**src/rtl/gcg_pkg.sv**
```systemverilog
`timescale 1ns/1ps
package gcg_pkg;

    typedef enum logic [1:0] {
        PH_IDLE  = 2'd0,
        PH_DRIVE = 2'd1,
        PH_TRIP  = 2'd2,
        PH_SKIP  = 2'd3
    } phase_e;

    typedef struct packed {
        phase_e phase;
        logic   ov_seen;
        logic   gate;
    } seq_state_t;

    localparam int unsigned NUM_FLT = 2;
    localparam int unsigned FLT_UV  = 0;
    localparam int unsigned FLT_OV  = 1;

endpackage

```
**src/rtl/gcg_edge.sv**
```systemverilog
`timescale 1ns/1ps
module gcg_edge (
    input  logic clk_i,
    input  logic rst_ni,
    input  logic lvl_i,
    output logic rise_o,
    output logic fall_o
);
    logic lvl_d, lvl_q;

    always_comb begin
        lvl_d  = lvl_i;
        rise_o = lvl_i & ~lvl_q;
        fall_o = ~lvl_i & lvl_q;
    end

    always_ff @(posedge clk_i or negedge rst_ni) begin
        if (!rst_ni) lvl_q <= 1'b0;
        else         lvl_q <= lvl_d;
    end
endmodule

```
**src/rtl/gcg_blank.sv**
```systemverilog
`timescale 1ns/1ps
module gcg_blank #(
    parameter int unsigned LEN = 350
) (
    input  logic clk_i,
    input  logic rst_ni,
    input  logic load_i,
    input  logic run_i,
    output logic done_o
);
    localparam int unsigned CW = $clog2(LEN + 1);
    localparam logic [CW-1:0] LOADV = CW'(LEN);

    logic [CW-1:0] cnt_d, cnt_q;

    always_comb begin
        cnt_d = cnt_q;
        if (load_i)
            cnt_d = LOADV;
        else if (run_i && (cnt_q != '0))
            cnt_d = cnt_q - 1'b1;
        done_o = (cnt_q == '0);
    end

    always_ff @(posedge clk_i or negedge rst_ni) begin
        if (!rst_ni) cnt_q <= '0;
        else         cnt_q <= cnt_d;
    end
endmodule

```
**src/rtl/gcg_pulse.sv**
```systemverilog
`timescale 1ns/1ps
module gcg_pulse #(
    parameter int unsigned LEN = 20
) (
    input  logic clk_i,
    input  logic rst_ni,
    input  logic trig_i,
    output logic pulse_o
);
    localparam int unsigned CW = $clog2(LEN + 1);
    localparam logic [CW-1:0] LOADV = CW'(LEN);

    logic [CW-1:0] cnt_d, cnt_q;

    always_comb begin
        cnt_d = cnt_q;
        if (trig_i)
            cnt_d = LOADV;
        else if (cnt_q != '0)
            cnt_d = cnt_q - 1'b1;
    end

    assign pulse_o = (cnt_q != '0);

    always_ff @(posedge clk_i or negedge rst_ni) begin
        if (!rst_ni) cnt_q <= '0;
        else         cnt_q <= cnt_d;
    end
endmodule

```
**src/rtl/gate_cycle_guard.sv**
```systemverilog
`timescale 1ns/1ps
module gate_cycle_guard
    import gcg_pkg::*;
#(
    parameter int unsigned BLANK_CYCLES = 350,
    parameter int unsigned PULSE_CYCLES = 20
) (
    input  logic clk_i,
    input  logic rst_ni,
    input  logic pwm_i,
    input  logic uv_i,
    input  logic ov_i,
    input  logic oc_i,
    output logic gate_o,
    output logic flt1_o,
    output logic flt2_o
);
    seq_state_t st_d, st_q;
    logic pwm_rise, pwm_fall, blank_done;
    logic [NUM_FLT-1:0] flt_trig, flt_out;

    gcg_edge u_edge (
        .clk_i  (clk_i),
        .rst_ni (rst_ni),
        .lvl_i  (pwm_i),
        .rise_o (pwm_rise),
        .fall_o (pwm_fall)
    );

    gcg_blank #(.LEN(BLANK_CYCLES)) u_blank (
        .clk_i  (clk_i),
        .rst_ni (rst_ni),
        .load_i (pwm_rise),
        .run_i  (st_q.gate),
        .done_o (blank_done)
    );

    // Leading-edge supply check, trip handling, report triggers
    always_comb begin
        st_d     = st_q;
        flt_trig = '0;
        unique case (st_q.phase)
            PH_IDLE: begin
                if (pwm_rise) begin
                    if (uv_i || ov_i) begin
                        st_d.phase       = PH_SKIP;
                        st_d.ov_seen     = ov_i;
                        st_d.gate        = 1'b0;
                        flt_trig[FLT_UV] = uv_i;
                    end else begin
                        st_d.phase = PH_DRIVE;
                        st_d.gate  = 1'b1;
                    end
                end
            end
            PH_DRIVE: begin
                if (pwm_fall) begin
                    st_d.phase = PH_IDLE;
                    st_d.gate  = 1'b0;
                end else if (blank_done && oc_i) begin
                    st_d.phase       = PH_TRIP;
                    st_d.gate        = 1'b0;
                    flt_trig[FLT_OV] = 1'b1;
                end
            end
            PH_TRIP: begin
                if (pwm_fall) st_d.phase = PH_IDLE;
            end
            PH_SKIP: begin
                if (pwm_fall) begin
                    st_d.phase       = PH_IDLE;
                    flt_trig[FLT_OV] = st_q.ov_seen;
                    st_d.ov_seen     = 1'b0;
                end
            end
            default: st_d.phase = PH_IDLE;
        endcase
    end

    always_ff @(posedge clk_i or negedge rst_ni) begin
        if (!rst_ni) st_q <= '{phase: PH_IDLE, ov_seen: 1'b0, gate: 1'b0};
        else         st_q <= st_d;
    end

    for (genvar k = 0; k < NUM_FLT; k++) begin : g_flt
        gcg_pulse #(.LEN(PULSE_CYCLES)) u_pulse (
            .clk_i   (clk_i),
            .rst_ni  (rst_ni),
            .trig_i  (flt_trig[k]),
            .pulse_o (flt_out[k])
        );
    end

    assign gate_o = st_q.gate;
    assign flt1_o = flt_out[FLT_UV];
    assign flt2_o = flt_out[FLT_OV];
endmodule

```
**config.mk**
```make
export PLATFORM = sky130hd
export DESIGN_NAME = gate_cycle_guard
export DESIGN_NICKNAME = d
export VERILOG_FILES = /design/src/rtl/gcg_pkg.sv /design/src/rtl/gcg_edge.sv /design/src/rtl/gcg_blank.sv /design/src/rtl/gcg_pulse.sv /design/src/rtl/gate_cycle_guard.sv
export SDC_FILE = /design/constraint.sdc
export NUM_CORES = 1
export LEC_CHECK = 0
export BUFFER_PORTS_ARGS = -buffer_cell sky130_fd_sc_hd__clkbuf_2
export CORE_UTILIZATION = 35
export CTS_CLUSTER_DIAMETER = 120
export DETAILED_ROUTE_END_ITERATION = 8
export GPL_TIMING_DRIVEN = 0
export PLACE_DENSITY = 0.56
export SLEW_MARGIN = 20
export SYNTH_ARGS = -nofsm -noshare
export SYNTH_HDL_FRONTEND = slang
export SYNTH_HIERARCHICAL = 1
export SYNTH_SLANG_ARGS = --single-unit
```
**constraint.sdc**
```tcl
create_clock -name clk_i -period 1.8 [get_ports clk_i]
set_input_delay 0.09 -clock clk_i [delete_from_list [all_inputs] [get_ports clk_i]]
set_output_delay 0.09 -clock clk_i [all_outputs]
set_load 0.01 [all_outputs]
```
==> summary.txt, run 1 <==
Run status
  • Status: complete, no violations

Hold path
  • Worst hold path class: input port to flip-flop

Synthesis
  • Number of synthesized flops with an enable pin: 0
  • Synthesis Warnings: 6
  • Largest area contributor in the netlist: dfrtp_1
  • Synth Flop Type: dfrtp_1
  • Post-synthesis area per instance: 10.1 µm²
  • Post-Syn Area: 1330 µm²
  • Top-area cell type share of the netlist area: 45.2%
  • Synth cell types: 46
  • Synth async-reset ratio: 100%
  • Mapped Cells: 132
  • Post-synthesis sequential area ratio: 45.2%
  • Syn nets: 141
  • Synth area leaders: dfrtp_1 45%, inv_1 3.4%, nor2_1 3.4%
  • Seq cells post-synth: 24

GRT
  • Largest net degree at the start of global routing: 25
  • Vias in the first global route: 995
  • Total track usage: 13.6%
  • First-pass GRT wire length: 4370 µm
  • Initial antenna violation count: 0
  • GRT overflow: 0

CTS
  • Clk root buf: clkbuf_8
  • CTS tree: yes
  • Clk pin slew, worst setup/hold paths: 0.08 ns
  • Num CTS Buffers: 3
  • Bufs on Longest Clock Path: 2
  • Clock sink total: 24
  • Max H-tree Level: 1
  • Worst-Skew Late Latency: 0.26 ns

Pwr
  • Switching share of power: 33.8%
  • Peak supply drop: 0.623 mV
  • Leakage: 0.672 nW
  • PwrDens: 1270 nW/µm²
  • Seq pwr share: 42.5%
  • Clock power share: 16.8%
  • P_sw: 0.709 mW
  • Power Internal: 1.39 mW
  • Power Total: 2.10 mW
  • Combinational share of power: 40.7%

Floorplan
  • Initial Util: 36.3%
  • Ports: 9
  • Die area: 4050 µm²
  • Chip width: 63.6 µm
  • Die H: 63.6 µm
  • Core ar.: 3660 µm²
  • Row cnt: 22

Detailed routing
  • TritonRoute pass-1 iters: 4
  • DR vias/cell: 5.05
  • Post-DRT Antenna Nets: 0
  • Drt total wl: 2440 µm
  • Metal1 wirelength: 1240 µm
  • WL per Instance: 12.1 µm
  • Met3 Wirelength: 70 µm
  • Vias: 1016
  • Initial DRC Count: 22
  • Post-route DRC: 0
  • Top Metal Used: met4
  • Metal2 WL: 1120 µm

Critical path
  • CP peak stage delay: 0.57 ns
  • CP cell instances: or4b_4 > a211oi_2 > mux2_2
  • Crit. End Element: flip-flop
  • Critical Path RT: 1.95 ns
  • R2r setup slk: 0.07 ns
  • Slowest-stage cell, CP: or4b_4
  • Critical-path maximum fanout: 5
  • Delay-heaviest family, CP: simple AND/OR/NAND/NOR gates
  • Buf/Inv on CP: 0
  • Nature of the critical path startpoint: flip-flop
  • Crit path DAT: 1.88 ns
  • WS Path Type: flip-flop to flip-flop

Timing
  • Unrepaired setup endpoints after global routing: true
  • Max-slew violations: 0
  • Final Hold Fails: 0
  • Hold WS: 0.169 ns
  • Worst Tran Pin Value: 0.591 ns
  • Clk_skew: 0.00206 ns
  • Final setup vio count: 0
  • Fmax: 578 MHz
  • Setup TNS: 0 ns
  • Min cycle time layout: 1.73 ns
  • Final period util: 96.2%
  • Rel. slew slack: 60.5%
  • Setup ws final: 0.0689 ns

Layout
  • Area Overhead vs Synth: 24.0%
  • Fraction of layout cells with a size suffix above 1: 33.3%
  • N_diodes: 0
  • Nets: 163
  • Final cell count without fillers: 201
  • Register area: 604 µm²
  • Multi-input logic area: 737 µm²
  • Number of fill cells in the layout: 341

Place
  • Pre-CTS WS: -0.209 ns
  • Dpl hpwl: 1720 µm
  • Placed instance count: 188
  • Port Buffers: 8
  • Gpl congestion: 0.746

Job
  • Max-cap violations: 0
[synthesized netlist by cell type (3+ instances only)]
master	instances
nand2_1	8
nor2_1	12
inv_1	12
or3_1	3
o21ai_0	4
ha_1	3
a211o_1	3
a21oi_1	8
dfrtp_1	24
nor2b_1	4
[layout by cell type, fill, tap and decap left out, types with 2 or more instances in the layout]
cell type	Yosys	layout
nor2b_1	4	4
dfrtp_2	0	3
o21ai_0	4	4
ha_4	0	3
inv_1	12	11
mux2_2	2	2
nor2_1	12	12
dfrtp_1	24	21
a211oi_2	2	3
and2_4	0	2
or3_1	3	3
buf_6	2	2
a31oi_1	2	2
or4b_4	2	3
dlygate4sd3_1	0	2
or4_1	2	2
a21oi_1	8	8
clkbuf_2	0	8
buf_4	0	7
mux2i_1	2	2
nand2_1	8	7
clkbuf_8	0	4
o21ai_1	2	2
or3_2	2	2
nand3b_1	2	2
a211o_1	3	3
a21o_1	2	2
xnor2_1	2	2
[routing by layer]
metal	up-vias	GRT usage, %
li1	518	-
met1	479	18.6
met2	17	21.7
met3	2	3.26
met4	0	2.56
met5	-	0
[power by group through the flow]
| stage | sequential (mW) | clock (mW) | combinational (mW) |
|---|---|---|---|
| global route | 0.919 | 0.398 | 0.970 |
| detailed placement | 0.891 | 0 | 0.743 |
| CTS | 0.886 | 0.371 | 0.756 |
| floorplan | 0.858 | 0 | 0.605 |
| finish | 0.892 | 0.352 | 0.854 |
| global placement | 0.883 | 0 | 0.705 |
[repair_timing]
item | in CTS | in global routing
hold buffers | 2 | 0
endpoints found under the setup margin | 10 | 10
buffers inserted | 1 | 6
gates resized for setup | 6 | 14
hold endpoints to repair | 25 | 0
pin swaps | 1 | 4
[per-stage QoR]
stage          instance area [µm²]  util (%)
2_1_floorplan                 1340         -
3_3_place_gp                  1440      39.2
3_5_place_dp                  1440      39.2
4_1_cts                       1550      42.2
5_1_grt                       1650      45.0
6_report                      1650      45.0
[worst register-to-register path: stages, from the launching register on]
cell	delay, ns
dfrtp_1	0.45
or4b_4	0.57
a211oi_2	0.25
mux2_2	0.35
[flip-flops by register name (all words and copies together), names as in the netlist]
name and count:
g_flt.u_pulse/cnt_q 10, gate_o 1, st_q 3, u_blank/cnt_q 9, u_edge/lvl_q 1
[final timing paths]
check	startpoint	end	depth (start not counted)
worst max-delay path	u_blank/cnt_q[2]	u_blank/cnt_q[5]	3
worst min-delay path	oc_i	st_q[3]	3
worst max register to register	u_blank/cnt_q[2]	u_blank/cnt_q[5]	3
worst min register to register	g_flt[0].u_pulse/cnt_q[4]	g_flt[0].u_pulse/cnt_q[4]	1
max in group asynchronous	rst_ni	u_blank/cnt_q[5]	2
min in group asynchronous	rst_ni	u_blank/cnt_q[8]	2
[final cells by class]
class                      count  share of cell area, %
timing repair buffer          17                   6.83
sequential                    24                   36.7
buffer                         4                   2.05
tap                           48                   3.64
clock buffer                   4                   3.34
multi-input combinational     92                   44.7
inverter                      12                   2.73
[logic make-up (layout without fill, tap and decap cells)]
group                    count (synthesis)  after routing  share of synthesized area [%]
XOR/XNOR                                 2              2                           1.32
AO/OA/AOI/OAI                           33             33                           17.5
AND/OR/NAND/NOR                         50             50                           24.0
multiplexers                             4              4                           3.20
buffers and inverters                   16             37                           5.93
adder cells (fa/ha/maj)                  3              3                           2.83
flip-flops                              24             24                           45.2
Power figures use the tool's default switching activity.
==> run 2, diff against run 1 <==
Settings changed: ABC_CLOCK_PERIOD_IN_PS from default to 1800, CORE_ASPECT_RATIO from default to 0.75.
==> summary.txt, run 2 (synthesis results as in run 1) <==
Place
  • Dpl hpwl: 1810 µm (was 1720 µm)
  • Gpl congestion: 0.826 (was 0.746)
  • Port Buffers: 8 (unchanged)

GRT
  • GR Util met2: 20.5% (was 21.7%)
  • Most Crowded Layer GR: met2 (unchanged)
  • Routing usage on met1: 20.1% (was 18.6%)
  • Vias in the first global route: 910 (was 995)
  • GRT met3 Usage: 3.28% (was 3.26%)
  • Initial antenna violation count: 0 (unchanged)
  • Largest net degree at the start of global routing: 25 (unchanged)
  • First-pass GRT wire length: 4300 µm (was 4370 µm)
  • GRT overflow: 0 (unchanged)
  • Total track usage: 13.8% (was 13.6%)

Pwr
  • P_sw: 0.733 mW (was 0.709 mW)
  • Combinational share of power: 41.3% (was 40.7%)
  • Leakage: 0.678 nW (was 0.672 nW)
  • Peak supply drop: 0.621 mV (was 0.623 mV)
  • Power Internal: 1.40 mW (was 1.39 mW)
  • Seq pwr share: 42.1% (was 42.5%)
  • Switching share of power: 34.3% (was 33.8%)
  • Power Total: 2.14 mW (was 2.10 mW)
  • PwrDens: 1290 nW/µm² (was 1270 nW/µm²)
  • Clock power share: 16.6% (was 16.8%)

CTS
  • CTS tree: yes (unchanged)
  • Max H-tree Level: 1 (unchanged)
  • Bufs on Longest Clock Path: 2 (unchanged)
  • Clk pin slew, worst setup/hold paths: 0.08 ns (about the same)
  • Num CTS Buffers: 3 (unchanged)
  • Clk root buf: clkbuf_8 (unchanged)
  • Worst-Skew Late Latency: 0.26 ns (about the same)
  • Clock sink total: 24 (unchanged)

Detailed routing
  • Initial DRC Count: 29 (was 22)
  • Post-route DRC: 0 (unchanged)
  • Drt total wl: 2670 µm (was 2440 µm)
  • WL per Instance: 13.2 µm (was 12.1 µm)
  • DR vias/cell: 5.08 (was 5.05)
  • TritonRoute pass-1 iters: 4 (unchanged)
  • Post-DRT Antenna Nets: 0 (unchanged)
  • Vias: 1031 (was 1016)

Critical path
  • RR Startpoint: u_blank/cnt_q[3] (was u_blank/cnt_q[2])
  • Critical Path RT: 1.99 ns (was 1.95 ns)
  • WS Path Type: flip-flop to flip-flop (unchanged)
  • Critical-path maximum fanout: 6 (was 5)
  • Nature of the critical path startpoint: flip-flop (unchanged)
  • Reg2reg path depth: 4 (was 3)
  • Crit path DAT: 1.99 ns (was 1.88 ns)
  • Crit path launch: u_blank/cnt_q[3] (was u_blank/cnt_q[2])
  • Crit. End Element: flip-flop (unchanged)

Layout
  • Nets: 163 (unchanged)
  • Fraction of layout cells with a size suffix above 1: 33.3% (unchanged)
  • Top Registers: g_flt.u_pulse/cnt_q: 10 flops, u_blank/cnt_q: 9 flops, st_q: 3 flops (unchanged)
  • N_diodes: 0 (unchanged)
  • Most frequent cells in the layout: 23 x dfrtp_1, 12 x nor2_1, 10 x inv_1 (was 21 x dfrtp_1, 12 x nor2_1, 11 x inv_1)
  • Register area: 602 µm² (was 604 µm²)
  • Multi-input logic area: 744 µm² (was 737 µm²)
  • Commonest non-fill, non-tap cell in the layout: dfrtp_1 (unchanged)
  • Max reg flops: 10 (unchanged)
  • Area Overhead vs Synth: 24.6% (was 24.0%)
  • Number of fill cells in the layout: 331 (was 341)
  • Biggest register: g_flt.u_pulse/cnt_q (unchanged)

Timing
  • Final period util: 100% (was 96.2%)
  • Worst Tran Pin Value: 0.608 ns (was 0.591 ns)
  • Final setup vio count: 1 (was 0)
  • Rel. slew slack: 59.4% (was 60.5%)
  • Fmax: 555 MHz (was 578 MHz)
  • Unrepaired setup endpoints after global routing: true (unchanged)
  • Hold WS: 0.201 ns (was 0.169 ns)
  • Clk_skew: 0.00129 ns (was 0.00206 ns)
  • Setup ws final: -0.00233 ns (was 0.0689 ns)
  • Max-slew violations: 0 (unchanged)
  • Min cycle time layout: 1.80 ns (was 1.73 ns)
  • Final Hold Fails: 0 (unchanged)

Hold path
  • Worst hold path class: input port to flip-flop (unchanged)
  • Hold path cells: 3 (unchanged)
  • Worst Hold Launch: oc_i (unchanged)

Floorplan
  • Chip width: 73.1 µm (was 63.6 µm)
  • Ports: 9 (unchanged)
  • Die area: 4050 µm² (about the same)
  • Initial Util: 38.6% (was 36.3%)
  • Die H: 55.4 µm (was 63.6 µm)
  • Row cnt: 18 (was 22)
  • Core ar.: 3450 µm² (was 3660 µm²)

Run status
  • Failing checks: negative setup slack
  • Status: finished, violations left (was complete, no violations)

Job
  • Max-cap violations: 0 (unchanged)
[run 2: cell type report]
| type | instances | share of cell area [%] |
|---|---|---|
| multi-input cells | 92 | 45.0 |
| flip-flops and latches | 24 | 36.4 |
| clock buffers | 4 | 3.33 |
| plain buffers | 4 | 2.04 |
| well taps | 50 | 3.78 |
| inverters | 12 | 2.72 |
| repair buffers | 17 | 6.80 |
[run 2: worst max-delay path: stages, from the launching register on]
cell and delay, ns:
dfrtp_2 0.46, buf_4 0.15, or4_4 0.52, or4_1 0.47, a21oi_1 0.13
[run 2: power by group through the flow]
stage / Sequential [mW] / Combinational (mW) / Clock (mW)
2_1_floorplan: 0.858 / 0.605 / 0
3_3_place_gp: 0.884 / 0.710 / 0
3_5_place_dp: 0.895 / 0.743 / 0
4_1_cts: 0.889 / 0.776 / 0.381
5_1_grt: 0.928 / 1.00 / 0.398
6_report: 0.900 / 0.882 / 0.355
[run 2: path summary, 6_finish.rpt]
| kind | slack, ns | end |
|---|---|---|
| worst min-delay path | 0.20 | st_q[3] |
| worst max register to register | -0.002 | u_blank/cnt_q[7] |
| worst max-delay path | -0.002 | u_blank/cnt_q[7] |
| worst min register to register | 0.52 | g_flt[0].u_pulse/cnt_q[4] |
| min in group asynchronous | 0.37 | u_blank/cnt_q[0] |
| max in group asynchronous | 1.00 | u_blank/cnt_q[3] |
[run 2: per-stage QoR]
step	setup TNS (ns)	utilization, %	setup slack (ns)	instances	cell area (µm²)
after floorplan	0	-	0.0763	132	1340
after global placement	-0.915	41.7	-0.210	190	1440
after detailed placement	-0.871	41.7	-0.192	190	1440
after CTS	0	45.3	0.00766	197	1560
after global routing	-0.178	48.0	-0.0682	203	1660
final	-0.00233	48.0	-0.00233	203	1660
[run 2: metal layers]
metal | wire [µm] | up-vias
li1 | - | 515
met1 | 1340 | 500
met2 | 1240 | 14
met3 | 69 | 2
met4 | 17 | 0
met5 | 0 | -
[run 2: timing repair]
| item | in CTS | in global routing |
|---|---|---|
| resized for setup | 8 | 13 |
| setup endpoints to repair | 8 | 9 |
| pin swaps | 3 | 8 |
| buffers inserted | 1 | 6 |
| endpoints found under the hold margin | 25 | 0 |
| hold buffers | 2 | 0 |
==> run 3, diff against run 2 <==
Settings changed: CTS_BUF_LIST from default to sky130_fd_sc_hd__clkbuf_16.
==> summary.txt, run 3 (synthesis results as in run 1) <==
GRT
  • Initial antenna violation count: 0 (unchanged)
  • First-pass GRT wire length: 4320 µm (was 4300 µm)
  • Vias in the first global route: 910 (unchanged)
  • Largest net degree at the start of global routing: 25 (unchanged)
  • GRT overflow: 0 (unchanged)
  • Total track usage: 13.9% (was 13.8%)

Layout
  • Most frequent cells in the layout: 24 x dfrtp_1, 12 x nor2_1, 10 x inv_1 (was 23 x dfrtp_1, 12 x nor2_1, 10 x inv_1)
  • Commonest non-fill, non-tap cell in the layout: dfrtp_1 (unchanged)
  • Post-layout util: 47.0% (was 48.0%)
  • Area Overhead vs Synth: 21.9% (was 24.6%)
  • Final cell count without fillers: 198 (was 203)
  • Top Registers: g_flt.u_pulse/cnt_q: 10 flops, u_blank/cnt_q: 9 flops, st_q: 3 flops (unchanged)
  • Fraction of layout cells with a size suffix above 1: 29.7% (was 33.3%)
  • Biggest register: g_flt.u_pulse/cnt_q (unchanged)
  • Multi-input logic area: 724 µm² (was 744 µm²)
  • Nets: 158 (was 163)
  • N_diodes: 0 (unchanged)
  • Max reg flops: 10 (unchanged)
  • Number of fill cells in the layout: 330 (was 331)
  • Register area: 601 µm² (was 602 µm²)

Critical path
  • Crit. End Element: flip-flop (unchanged)
  • Critical Path Sink: u_blank/cnt_q[7] (unchanged)
  • CP peak stage delay: 0.55 ns (was 0.52 ns)
  • Slowest-stage cell, CP: or4_4 (unchanged)
  • CP cell instances: or4_4 > or4_1 > a21oi_1 (was buf_4 > or4_4 > or4_1 > a21oi_1)
  • RR Startpoint: u_blank/cnt_q[3] (unchanged)
  • Reg-to-Reg End: u_blank/cnt_q[7] (unchanged)
  • Reg2reg path depth: 3 (was 4)
  • Nature of the critical path startpoint: flip-flop (unchanged)
  • WS Path Type: flip-flop to flip-flop (unchanged)
  • Crit path DAT: 1.93 ns (was 1.99 ns)
  • Critical-path maximum fanout: 8 (was 6)
  • Delay-heaviest family, CP: simple AND/OR/NAND/NOR gates (unchanged)
  • R2r setup slk: 0.05 ns (was -0.002 ns)
  • WP depth: 3 (was 4)
  • Critical Path RT: 1.98 ns (was 1.99 ns)
  • Buf/Inv on CP: 0 (was 1)
  • Crit path launch: u_blank/cnt_q[3] (unchanged)

Detailed routing
  • Post-DRT Antenna Nets: 0 (unchanged)
  • Post-route DRC: 0 (unchanged)
  • Drt total wl: 2560 µm (was 2670 µm)
  • DR vias/cell: 5.15 (was 5.08)
  • TritonRoute pass-1 iters: 4 (unchanged)
  • WL per Instance: 12.9 µm (was 13.2 µm)
  • Initial DRC Count: 16 (was 29)
  • Vias: 1019 (was 1031)

Pwr
  • Peak supply drop: 0.647 mV (was 0.621 mV)
  • PwrDens: 1330 nW/µm² (was 1290 nW/µm²)
  • Power Total: 2.16 mW (was 2.14 mW)
  • Leakage: 0.662 nW (was 0.678 nW)

Timing
  • Rel. slew slack: 59.9% (was 59.4%)
  • Unrepaired setup endpoints after global routing: true (unchanged)
  • Setup ws final: 0.0483 ns (was -0.00233 ns)
  • Hold WS: 0.207 ns (was 0.201 ns)
  • Final period util: 97.3% (was 100%)
  • Final Hold Fails: 0 (unchanged)
  • Max-slew violations: 0 (unchanged)
  • Clk_skew: 0.00146 ns (was 0.00129 ns)
  • Min cycle time layout: 1.75 ns (was 1.80 ns)
  • Fmax: 571 MHz (was 555 MHz)
  • Final setup vio count: 0 (was 1)
  • Worst Tran Pin Value: 0.601 ns (was 0.608 ns)

CTS
  • Clock sink total: 24 (unchanged)
  • Worst-Skew Late Latency: 0.25 ns (was 0.26 ns)
  • Bufs on Longest Clock Path: 2 (unchanged)
  • Max H-tree Level: 1 (unchanged)
  • CTS tree: yes (unchanged)
  • Clk root buf: clkbuf_16 (was clkbuf_8)
  • Num CTS Buffers: 3 (unchanged)
  • Clk pin slew, worst setup/hold paths: 0.06 ns (was 0.08 ns)

Run status
  • Status: complete, no violations (was finished, violations left)

Place
  • Gpl congestion: 0.826 (unchanged)
  • Dpl hpwl: 1810 µm (unchanged)
  • Port Buffers: 8 (unchanged)
  • Placed instance count: 190 (unchanged)
  • Pre-CTS WS: -0.192 ns (unchanged)

Job
  • Max-cap violations: 0 (unchanged)

Floorplan
  • Chip width: 73.1 µm (unchanged)
  • Initial Util: 38.6% (unchanged)
  • Row cnt: 18 (unchanged)
  • Ports: 9 (unchanged)
  • Die H: 55.4 µm (unchanged)
  • Core ar.: 3450 µm² (unchanged)
  • Die area: 4050 µm² (unchanged)

Hold path
  • Worst hold path class: input port to flip-flop (unchanged)
==> run 3: changes by cell type in the layout (fill, tap and decap cells not counted), sizes merged <==
cell,before,now
buf,9,4
clkbuf,14,13
clkinv,0,1
==> run 3: cell type report <==
cell class | count | share of cell area [%]
Timing Repair Buffer | 12 | 4.63
Clock buffer | 3 | 4.63
Sequential cell | 24 | 37.1
Clock inverter | 1 | 0.232
Inverter | 12 | 2.78
Tap cell | 50 | 3.86
Buffer | 4 | 2.08
Multi-Input combinational cell | 92 | 44.7
==> run 3: tightest hold or removal path: stages <==
cell,delay (ns)
clkbuf_2,0.12
a31oi_1,0.08
o32ai_1,0.11
==> run 3: worst min-delay path by stage <==
stage / slack [ns] / start / cells after the start / to
2_1_floorplan: -0.21 / rst_ni / 0 / g_flt[0].u_pulse/cnt_q[0]
3_3_place_gp: 0.13 / rst_ni / 1 / u_blank/cnt_q[1]
3_5_place_dp: 0.13 / rst_ni / 1 / u_blank/cnt_q[1]
4_1_cts: 0.17 / oc_i / 3 / st_q[3]
5_1_grt: 0.22 / oc_i / 3 / st_q[3]
6_report: 0.21 / oc_i / 3 / st_q[3]
==> run 3: what timing repair did <==
action                                  CTS  global route
hold endpoints to repair                 25             0
cloned                                    0             0
setup buffers                             1             1
endpoints found under the setup margin    8             9
resized for setup                         6            12
pin swaps                                 0             5
hold buffers                              2             0
==> run 3: stage by stage <==
stage	cell area, µm²	TNS, ns
global route	1620	-0.0973
floorplan	1340	0
detailed placement	1440	-0.871
finish	1620	0
CTS	1570	-0.0120
global placement	1440	-0.915
==> run 3: report_power, final <==
part | leakage, nW | internal, mW | switching, mW
clock | 0.0385 | 0.296 | 0.175
combinational | 0.345 | 0.428 | 0.362
sequential | 0.278 | 0.722 | 0.178
==> run 3: routing by layer <==
layer / track usage, % / share of wire [%] / vias to the layer above / routed length (µm)
met5: 0 / 0 / - / 0
met4: 4.20 / 0.66 / 0 / 17
met3: 3.28 / 2.7 / 2 / 70
met2: 20.4 / 45 / 16 / 1150
met1: 20.3 / 51 / 488 / 1320
li1: - / - / 513 / -
